<file path="src/rtl/rtc_irq_status.sv">
module rtc_irq_status #(
  parameter int SEC_W = 6,
  parameter int MIN_W = 6,
  parameter int HR_W  = 5
) (
  input  logic             clk,
  input  logic             rst_n,
  input  logic             sec_tick,
  input  logic [SEC_W-1:0] cur_sec,
  input  logic [MIN_W-1:0] cur_min,
  input  logic [HR_W-1:0]  cur_hour,
  input  logic             alarm_hit,
  input  logic             run_flag,
  input  logic             reg_sel,
  input  logic             reg_wr,
  input  logic             reg_addr,
  input  logic [7:0]       reg_wdata,
  output logic [7:0]       reg_rdata,
  output logic             tmr_irq,
  output logic             alarm_irq
);
  localparam logic [7:0] RD_CLR_MASK = 8'h3D;
  localparam logic [7:0] STAT_RESET  = 8'h80;
  localparam int B_ALM_EN = 3;
  localparam int B_PER_EN = 2;
  localparam int B_ALM    = 6;
  localparam int B_PWR    = 7;
  localparam int B_RUN    = 1;

  logic [7:0] irq_en, stat, stat_nxt;
  logic       period_ok;
  logic [3:0] per_ev;

  wire wr_en   = reg_sel &  reg_wr & ~reg_addr;
  wire wr_stat = reg_sel &  reg_wr &  reg_addr;
  wire rd_stat = reg_sel & ~reg_wr &  reg_addr;
  wire sec_z   = (cur_sec  == '0);
  wire min_z   = (cur_min  == '0);
  wire hr_z    = (cur_hour == '0);
  wire alm_set = alarm_hit & irq_en[B_ALM_EN];

  always_comb begin
    case (irq_en[1:0])
      2'd0:    period_ok = 1'b1;
      2'd1:    period_ok = sec_z;
      2'd2:    period_ok = sec_z & min_z;
      default: period_ok = sec_z & min_z & hr_z;
    endcase
    per_ev = (sec_tick & irq_en[B_PER_EN] & period_ok) ? (4'b0001 << irq_en[1:0]) : 4'b0000;
  end

  always_comb begin
    stat_nxt = stat;
    if (rd_stat) stat_nxt = stat_nxt & ~RD_CLR_MASK;
    if (wr_stat) begin
      if (reg_wdata[B_ALM])  stat_nxt[B_ALM] = 1'b0;
      if (!reg_wdata[B_PWR]) stat_nxt[B_PWR] = 1'b0;
    end
    stat_nxt[5:2]   = stat_nxt[5:2] | per_ev;
    stat_nxt[B_ALM] = stat_nxt[B_ALM] | alm_set;
    stat_nxt[B_RUN] = run_flag;
    stat_nxt[0]     = 1'b0;
  end

  always_ff @(posedge clk) begin
    if (!rst_n) begin
      irq_en <= 8'h00;
      stat   <= STAT_RESET;
    end else begin
      if (wr_en) irq_en <= reg_wdata;
      stat <= stat_nxt;
    end
  end

  assign reg_rdata = reg_addr ? stat : irq_en;
  assign tmr_irq   = |stat[5:2];
  assign alarm_irq = stat[B_ALM];

  assert_second_event_R3: assert property (@(posedge clk) disable iff (!rst_n)
    (sec_tick && irq_en[B_PER_EN] && irq_en[1:0] == 2'd0) |=> tmr_irq);

  assert_quiet_no_tick_R5: assert property (@(posedge clk) disable iff (!rst_n)
    (!sec_tick && !rd_stat) |=> $stable(stat[5:2]));

  assert_alarm_sets_R6: assert property (@(posedge clk) disable iff (!rst_n)
    (alarm_hit && irq_en[B_ALM_EN]) |=> alarm_irq);

  assert_read_clears_R7: assert property (@(posedge clk) disable iff (!rst_n)
    (rd_stat && !sec_tick) |=> !tmr_irq);

  assert_read_keeps_alarm_R7: assert property (@(posedge clk) disable iff (!rst_n)
    (rd_stat && !wr_stat && alarm_irq) |=> alarm_irq);

  assert_pwr_never_rises_R8: assert property (@(posedge clk) disable iff (!rst_n)
    !$rose(stat[B_PWR]));

  assert_pwr_clear_R8: assert property (@(posedge clk) disable iff (!rst_n)
    (wr_stat && !reg_wdata[B_PWR]) |=> !stat[B_PWR]);

  assert_run_mirror_R9: assert property (@(posedge clk) disable iff (!rst_n)
    1'b1 |=> (stat[B_RUN] == $past(run_flag)));

  assert_event_beats_read_R10: assert property (@(posedge clk) disable iff (!rst_n)
    (rd_stat && sec_tick && irq_en[B_PER_EN] && irq_en[1:0] == 2'd0) |=> stat[2]);
endmodule

</file>
<file path="config.mk">
export PLATFORM = sky130hd
export DESIGN_NAME = rtc_irq_status
export DESIGN_NICKNAME = d
export VERILOG_FILES = /design/src/rtl/rtc_irq_status.sv
export SDC_FILE = /design/constraint.sdc
export NUM_CORES = 1
export LEC_CHECK = 0
export ABC_AREA = 1
export BUFFER_PORTS_ARGS = -buffer_cell sky130_fd_sc_hd__buf_2
export CAP_MARGIN = 20
export CORE_UTILIZATION = 30
export CTS_CLUSTER_DIAMETER = 60
export DETAILED_ROUTE_END_ITERATION = 6
export SYNTH_ARGS = -nofsm -noshare
export SYNTH_HDL_FRONTEND = slang
export SYNTH_SLANG_ARGS = --single-unit
export TNS_END_PERCENT = 1
</file>
<file path="constraint.sdc">
create_clock -name clk -period 1 [get_ports clk]
set_input_delay 0.15 -clock clk [delete_from_list [all_inputs] [get_ports clk]]
set_output_delay 0.15 -clock clk [all_outputs]
set_load 0.005 [all_outputs]
</file>
Word-level counts from Yosys, hierarchy flattened
Cells that the tools add are included.
{"block": "totals", "register_bits": 16, "inputBits": 33, "output_inout_bits": 10}
{"block": "op_classes", "eq_ne": 2, "shifts": 1, "mux": 7, "bitwise_logic": 14, "reduce_logical": 5}
{"cell": "6-bit zero test", "count": 2}
{"cell": "1-bit bitwise AND", "count": 10}
{"cell": "8-bit two-way mux", "count": 1}
{"cell": "6-bit two-way mux", "count": 1}
{"cell": "5-bit zero test", "count": 1}
{"cell": "4-bit two-way mux", "count": 1}
{"cell": "4-bit OR", "count": 1}
{"cell": "4-bit OR reduction", "count": 1}
{"cell": "1-bit by 2-bit << shifter with 4-bit output (first input constant)", "count": 1}
{"cell": "1-bit one-hot mux with 3 select lines", "count": 1}
{"cell": "2-bit by 1-bit == test with 1-bit output (second input constant)", "count": 1}
{"cell": "2-bit == test (second input constant)", "count": 1}
{"cell": "2-bit zero test", "count": 1}
{"cell": "1-bit two-way mux", "count": 2}
{"cell": "2-bit two-way mux", "count": 1}
{"cell": "1-bit NOT", "count": 2}
{"cell": "1-bit OR", "count": 1}

Logic depth before layout (Yosys ltp)
Gate-level depths: netlist of the first run.
{"block": "depth", "depth_word": 7, "mapped_depth": 8}

Least setup slack after synthesis of the first run
Ideal clock, no wire load.
{"block": "synth_timing", "kind": "register -> register", "startpoint": "reg irq_en[0]", "endpoint": "reg stat[4]", "t_arrival_ns": 0.768, "required_ns": 0.884, "path_slack_ns": 0.116, "path_stages_with_launch": 8, "n_path_buf": 0, "synth_period_minus_slack_ns": 0.884, "cell_sequence": "dfxtp_1 -> inv_1 -> nor2_1 -> nand2_1 -> nand2_1 -> nor2_1 -> nor2_1 -> nor2_1"}
{"block": "synth_between", "elab_chain_cells": 5}
{"element": "start: declaration", "line_no": "30", "rtl": "logic [7:0] irq_en, stat, stat_nxt;"}
{"element": "start signal: assignment", "line_no": "70", "rtl": "if (wr_en) irq_en <= reg_wdata;"}
{"element": "2-bit == test, or another cell as far along", "line_no": "43", "rtl": "case (irq_en[1:0])"}
{"element": "1-bit one-hot mux with 3 select lines", "line_no": "43"}
{"element": "1-bit bitwise AND", "line_no": "49", "rtl": "per_ev = (sec_tick & irq_en[B_PER_EN] & period_ok) ? (4'b0001 << irq_en[1:0]) : 4'b0000;"}
{"element": "4-bit two-way mux *", "line_no": "49"}
{"element": "4-bit OR *", "line_no": "59", "rtl": "stat_nxt[5:2] = stat_nxt[5:2] | per_ev;"}
{"element": "end signal: assignment", "line_no": "71", "rtl": "stat <= stat_nxt;"}
{"element": "end: declaration", "line_no": "30"}
Every way passes the cells marked *; elsewhere a longest branch is shown, timed or not.
A chain may end at the register's enable or synchronous reset.

Worst setup path in the final report of the first run
{"block": "layout_timing", "startpoint": "reg stat[5]", "endpoint": "out tmr_irq"}
{"block": "layout_between", "elab_chain_cells": 1}
{"element": "4-bit OR reduction", "line_no": "76", "rtl": "assign tmr_irq = |stat[5:2];"}
{"element": "end: declaration", "line_no": "19", "rtl": "output logic tmr_irq,"}
Every way passes these cells.

==> results_dict.tcl, run 1 <==
set metrics [dict create \
    layout-drive-gt1-share_pct 44.71 \
    endpoint_kind "primary output" \
    first_global_vias 805 \
    cts_made_buffers 3 \
    globalRouteOverflowTotal 0 \
    drtPass1Iterations 3 \
    cp_slowest_stage_delay_ns 0.33 \
    synth-seq-area-share_pct 39.41 \
    ys_types 15 \
    fin_crit_ns 1.070 \
    fin_skew_ns 0.006298 \
    area_growth_pct 42.86 \
    clk_latency_ns 0.29 \
    cts_tree "built" \
    violations "setup timing" \
    die_w_um 52.40 \
    maxCapViolCount 0 \
    critPathKind "reg -> out" \
    port_buffers 42 \
    finalWorstSetupSlack_ns -0.06979 \
    grt_pass1_wl_um 3070 \
    drtAntennaViolNets 0 \
    endpoint "tmr_irq" \
    drt_iter0_drc 3 \
    gp_congestion 0.8150 \
    status "complete, but fails checks" \
    grt_max_degree 12 \
    yosysWarningCount 0 \
    drcViolationCount 0 \
    reg2reg_slack_ns 0 \
    core_area_um2 2297 \
    cp-start-kind "flop" \
    slew_violations 0 \
    hold-path-cell-count 3 \
    die-area_um2 2745 \
    slew_headroom_pct 86.57 \
    cp_slowest_cell "dfxtp_1" \
    pin_count 43 \
    setup_violations 7 \
    clock-sinks 15 \
    reg2reg_depth 9 \
    cp_max_fo 2 \
    die_h_um 52.40 \
    avgSynthCellArea_um2 6.297 \
    globalRouteTotalUtil_pct 15.27 \
    path_clk_slew_ns 0.09 \
    finish.net_count 204 \
    powerDensity_nw_per_um2 1093 \
    ys_ff_latch 15 \
    rsz0062_at_grt "true" \
    required_ns 0.85 \
    path_cells "inv_1 -> nand4_1 -> buf_2" \
    worstReg2RegStart "irq_en[1]" \
    hold_violations 0 \
    worst_slew_pin_slew_ns 0.2013 \
    crit_path_start "stat[5]" \
    root_buffer "clkbuf_4" \
    synthCells 121 \
    vias_per_cell 4.419 \
    vdd_ir_drop_max_uv 804.7 \
    routed-via-count 875 \
    arrival_ns 0.92 \
    start_util_pct 33.17 \
    holdWs_ns 0.04497 \
    htreeDepth 1 \
    wl_per_cell_um 9.460 \
    period_share_pct 107.0 \
    dp_hpwl_um 1483 \
    synthesis.nets 154 \
    rows 17 \
    fmax_ghz 0.9348 \
    drt-total-wl_um 1873 \
    r2r-end "stat[5]" \
    p_total_w 0.001189 \
    clock_path_buffers 2 \
    hold_buffers 0 \
    antenna_found_initial 0 \
    netlist_area_um2 762.0 \
    min_path_type "in -> reg" \
    power_leakage_nw 0.5493 \
    n_antenna_cell 0 \
    pre_cts_slack_ns 0.04527 \
]
placed cells by master, fill, tap and decap left out, drive strengths merged:
master  Yosys  layout
a21oi       7       7
buf         1      47
clkbuf      1       3
clkinv      0       1
dfxtp      15      15
inv        17      17
nand2      26      26
nand3       6       6
nand4       1       1
nor2       31      31
o21ai      15      15
or2         1       1
worst min path at each step:
| stage | from | end | slack [ns] |
|---|---|---|---|
| detailed placement | run_flag | stat[1] | 0.34 |
| finish | run_flag | stat[1] | 0.04 |
| floorplan | run_flag | stat[1] | 0.25 |
| CTS | run_flag | stat[1] | 0.04 |
| global placement | run_flag | stat[1] | 0.33 |
| global route | run_flag | stat[1] | 0.03 |
routing by layer:
layer,track usage (%),wire [um]
met5,0,0
met4,3.509,17
met3,6.087,95
met2,27.22,926
met1,16.73,834
registers in the layout, summed over array words and instances (netlist names):
name,count
stat,7
irq_en,8
cells by family after synthesis:
kind of cell	count (synthesis)	share of synthesized area, %
simple gates	65	36.29
buf+inv	19	9.852
compound gates	22	14.45
flops	15	39.41
metrics by stage:
| step | cells | TNS, ns | utilization (%) | cell area (um2) |
|---|---|---|---|---|
| 6_report | 198 | -0.2878 | 47.39 | 1089 |
| 5_1_grt | 198 | -1.065 | 47.39 | 1089 |
| 4_1_cts | 198 | -0.3581 | 46.73 | 1074 |
| 3_5_place_dp | 191 | 0 | 44.01 | 1011 |
| 3_3_place_gp | 191 | 0 | 44.01 | 1011 |
| 2_1_floorplan | 121 | 0 | - | 762.0 |
critical path: cells and delay by family (launching register included):
family        cells  cell delay, ns
simple gates      1            0.10
buf+inv           2            0.21
flops             1            0.33
final cells by class:
| class | instances | area [um2] |
|---|---|---|
| Multi-Input combinational cell | 87 | 399.1 |
| Inverter | 17 | 63.81 |
| Timing Repair Buffer | 47 | 247.7 |
| Tap cell | 28 | 35.03 |
| Clock inverter | 1 | 5.005 |
| Clock buffer | 3 | 22.52 |
| Sequential cell | 15 | 315.3 |
| Fill cell | 253 | 1209 |
cell usage after synthesis (all sizes together):
| cell type | instances | area (um2) |
|---|---|---|
| nand3 | 6 | 30.03 |
| clkbuf | 1 | 3.750 |
| nand2 | 26 | 97.59 |
| nor2 | 31 | 136.4 |
| o21ai | 15 | 75.07 |
| nand4 | 1 | 6.260 |
| inv | 17 | 63.81 |
| a21oi | 7 | 35.03 |
| buf | 1 | 7.510 |
| dfxtp | 15 | 300.3 |
| or2 | 1 | 6.260 |
power breakdown:
group	internal [W]	leakage, nW	total (W)	switching, W
clock network	0.000149	0.0177	0.000351	0.000202
logic	0.0000993	0.405	0.000202	0.000102
registers	0.000623	0.127	0.000636	0.0000130
timing repair:
action	4_1_cts	5_1_grt
pin swaps	2	2
endpoints found under the hold margin	0	0
cloned	0	0
setup endpoints to repair	8	11
gates resized for setup	18	7
setup buffers	4	0
No activity file was read; power rests on OpenSTA's default activity.
==> inputs of run 2 (changes only) <==
- SKIP_CTS_REPAIR_TIMING: not set -> 1
==> results_dict.tcl, run 2 (synthesized netlist as in run 1, its figures left out) <==
set metrics [dict create \
    status "complete, but fails checks" \
    violations "setup timing" \
    multi_input_area_um2 392.9 \
    layout-drive-gt1-share_pct 41.92 \
    globalRouteTotalUtil_pct 14.60 \
    cp_slowest_cell "dfxtp_2" \
    clk_latency_ns 0.29 \
    n_antenna_cell 0 \
    cts_tree "built" \
    final_cell_mix "buf_2, nand2_1, nor2_1" \
    holdWs_ns 0.04574 \
    antenna_found_initial 0 \
    powerDensity_nw_per_um2 1110 \
    period_share_pct 111.4 \
    vias_per_cell 4.451 \
    path_clk_slew_ns 0.09 \
    worst_slew_pin_slew_ns 0.2016 \
    reg2reg_depth 7 \
    reg2reg_slack_ns 0.08 \
    rows 17 \
    tns_ns -0.4487 \
    cp_slowest_stage_delay_ns 0.35 \
    setup_violations 7 \
    min_from "run_flag" \
    worstReg2RegStart "irq_en[0]" \
    drtAntennaViolNets 0 \
    htreeDepth 1 \
    drtPass1Iterations 4 \
    r2r-end "stat[5]" \
    port_buffers 42 \
    die_h_um 52.40 \
    largestRegisters "irq_en (8), stat (7)" \
    finish.net_count 201 \
    area_growth_pct 39.57 \
    root_buffer "clkbuf_4" \
    critPathKind "reg -> out" \
    arrival_ns 0.96 \
    pin_count 43 \
    layout_commonest_cell "buf_2" \
    maxCapViolCount 0 \
    hold-path-cell-count 3 \
    globalRouteOverflowTotal 0 \
    rsz0062_at_grt "true" \
    finalWorstSetupSlack_ns -0.1135 \
    die_w_um 52.40 \
    cp-start-kind "flop" \
    wl_per_cell_um 9.395 \
    path_cells "inv_2 -> buf_6 -> nor2_2 -> buf_2" \
    fin_crit_ns 1.114 \
    slew_violations 0 \
    grt_pass1_wl_um 2953 \
    drt-total-wl_um 1832 \
    fmax_ghz 0.8980 \
    cp_max_fo 3 \
    vdd_ir_drop_max_uv 795.7 \
    gp_congestion 0.8150 \
    core_area_um2 2297 \
    clock-sinks 15 \
    dp_hpwl_um 1483 \
    drt_iter0_drc 8 \
    slew_headroom_pct 86.55 \
    seq_area_um2 315.3 \
    n_fill_cell 251 \
    start_util_pct 33.17 \
    clock_path_buffers 2 \
    cts_made_buffers 3 \
    routed-via-count 868 \
    power_leakage_nw 0.5333 \
    endpoint_kind "primary output" \
    die-area_um2 2745 \
    hold_violations 0 \
    fin_skew_ns 0.006607 \
    grt_max_degree 12 \
    largest_register "irq_en" \
    holdPathEnd "stat[1]" \
    first_global_vias 772 \
    required_ns 0.85 \
    min_path_type "in -> reg" \
    largest_register_ffs 8 \
    drcViolationCount 0 \
]
-- run 2: critical path: cells and delay by family, from the launching register on --
family                 cells  cell delay, ns
buffers and inverters      3            0.26
flip-flops                 1            0.35
AND/OR/NAND/NOR            1            0.06
-- run 2: report_power, final --
part / leakage (nW) / internal (W) / switching [W]
clock: 0.0177 / 0.000149 / 0.000202
combinational: 0.389 / 0.0000939 / 0.0000992
sequential: 0.127 / 0.000624 / 0.0000138
total: 0.533 / 0.000866 / 0.000314
-- run 2: cell type report --
type,count,share of cell area (%)
multi-input combinational,87,36.94
sequential,15,29.65
timing repair buffer,44,21.53
inverter,17,6.000
tap,28,3.294
clock buffer,3,2.118
clock inverter,1,0.4706
-- run 2: routing by layer --
| layer | GRT usage (%) | wire, um | up-vias |
|---|---|---|---|
| li1 | - | - | 470 |
| met1 | 16.73 | 825 | 369 |
| met2 | 24.89 | 885 | 27 |
| met3 | 6.087 | 103 | 2 |
| met4 | 3.509 | 17 | 0 |
| met5 | 0 | 0 | - |
-- run 2: stage by stage --
stage | power, W | setup slack [ns] | instance area, um2 | utilization [%] | cells
floorplan | 0.0007327 | 0.1158 | 762.0 | - | 121
global placement | 0.0008311 | 0.04025 | 1011 | 44.01 | 191
detailed placement | 0.0008340 | 0.04527 | 1011 | 44.01 | 191
CTS | 0.001175 | -0.1947 | 1039 | 45.21 | 195
global route | 0.001270 | -0.1781 | 1064 | 46.30 | 195
finish | 0.001181 | -0.1135 | 1064 | 46.30 | 195
-- run 2: worst max-delay path by stage --
stage | startpoint | endpoint | slack, ns | cells past startpoint
2_1_floorplan | irq_en[0] | stat[4] | 0.12 | 7
3_3_place_gp | cur_min[1] | stat[5] | 0.04 | 7
3_5_place_dp | cur_min[1] | stat[5] | 0.05 | 7
4_1_cts | irq_en[0] | reg_rdata[0] | -0.19 | 4
5_1_grt | irq_en[0] | reg_rdata[0] | -0.18 | 4
6_report | irq_en[0] | reg_rdata[0] | -0.11 | 4
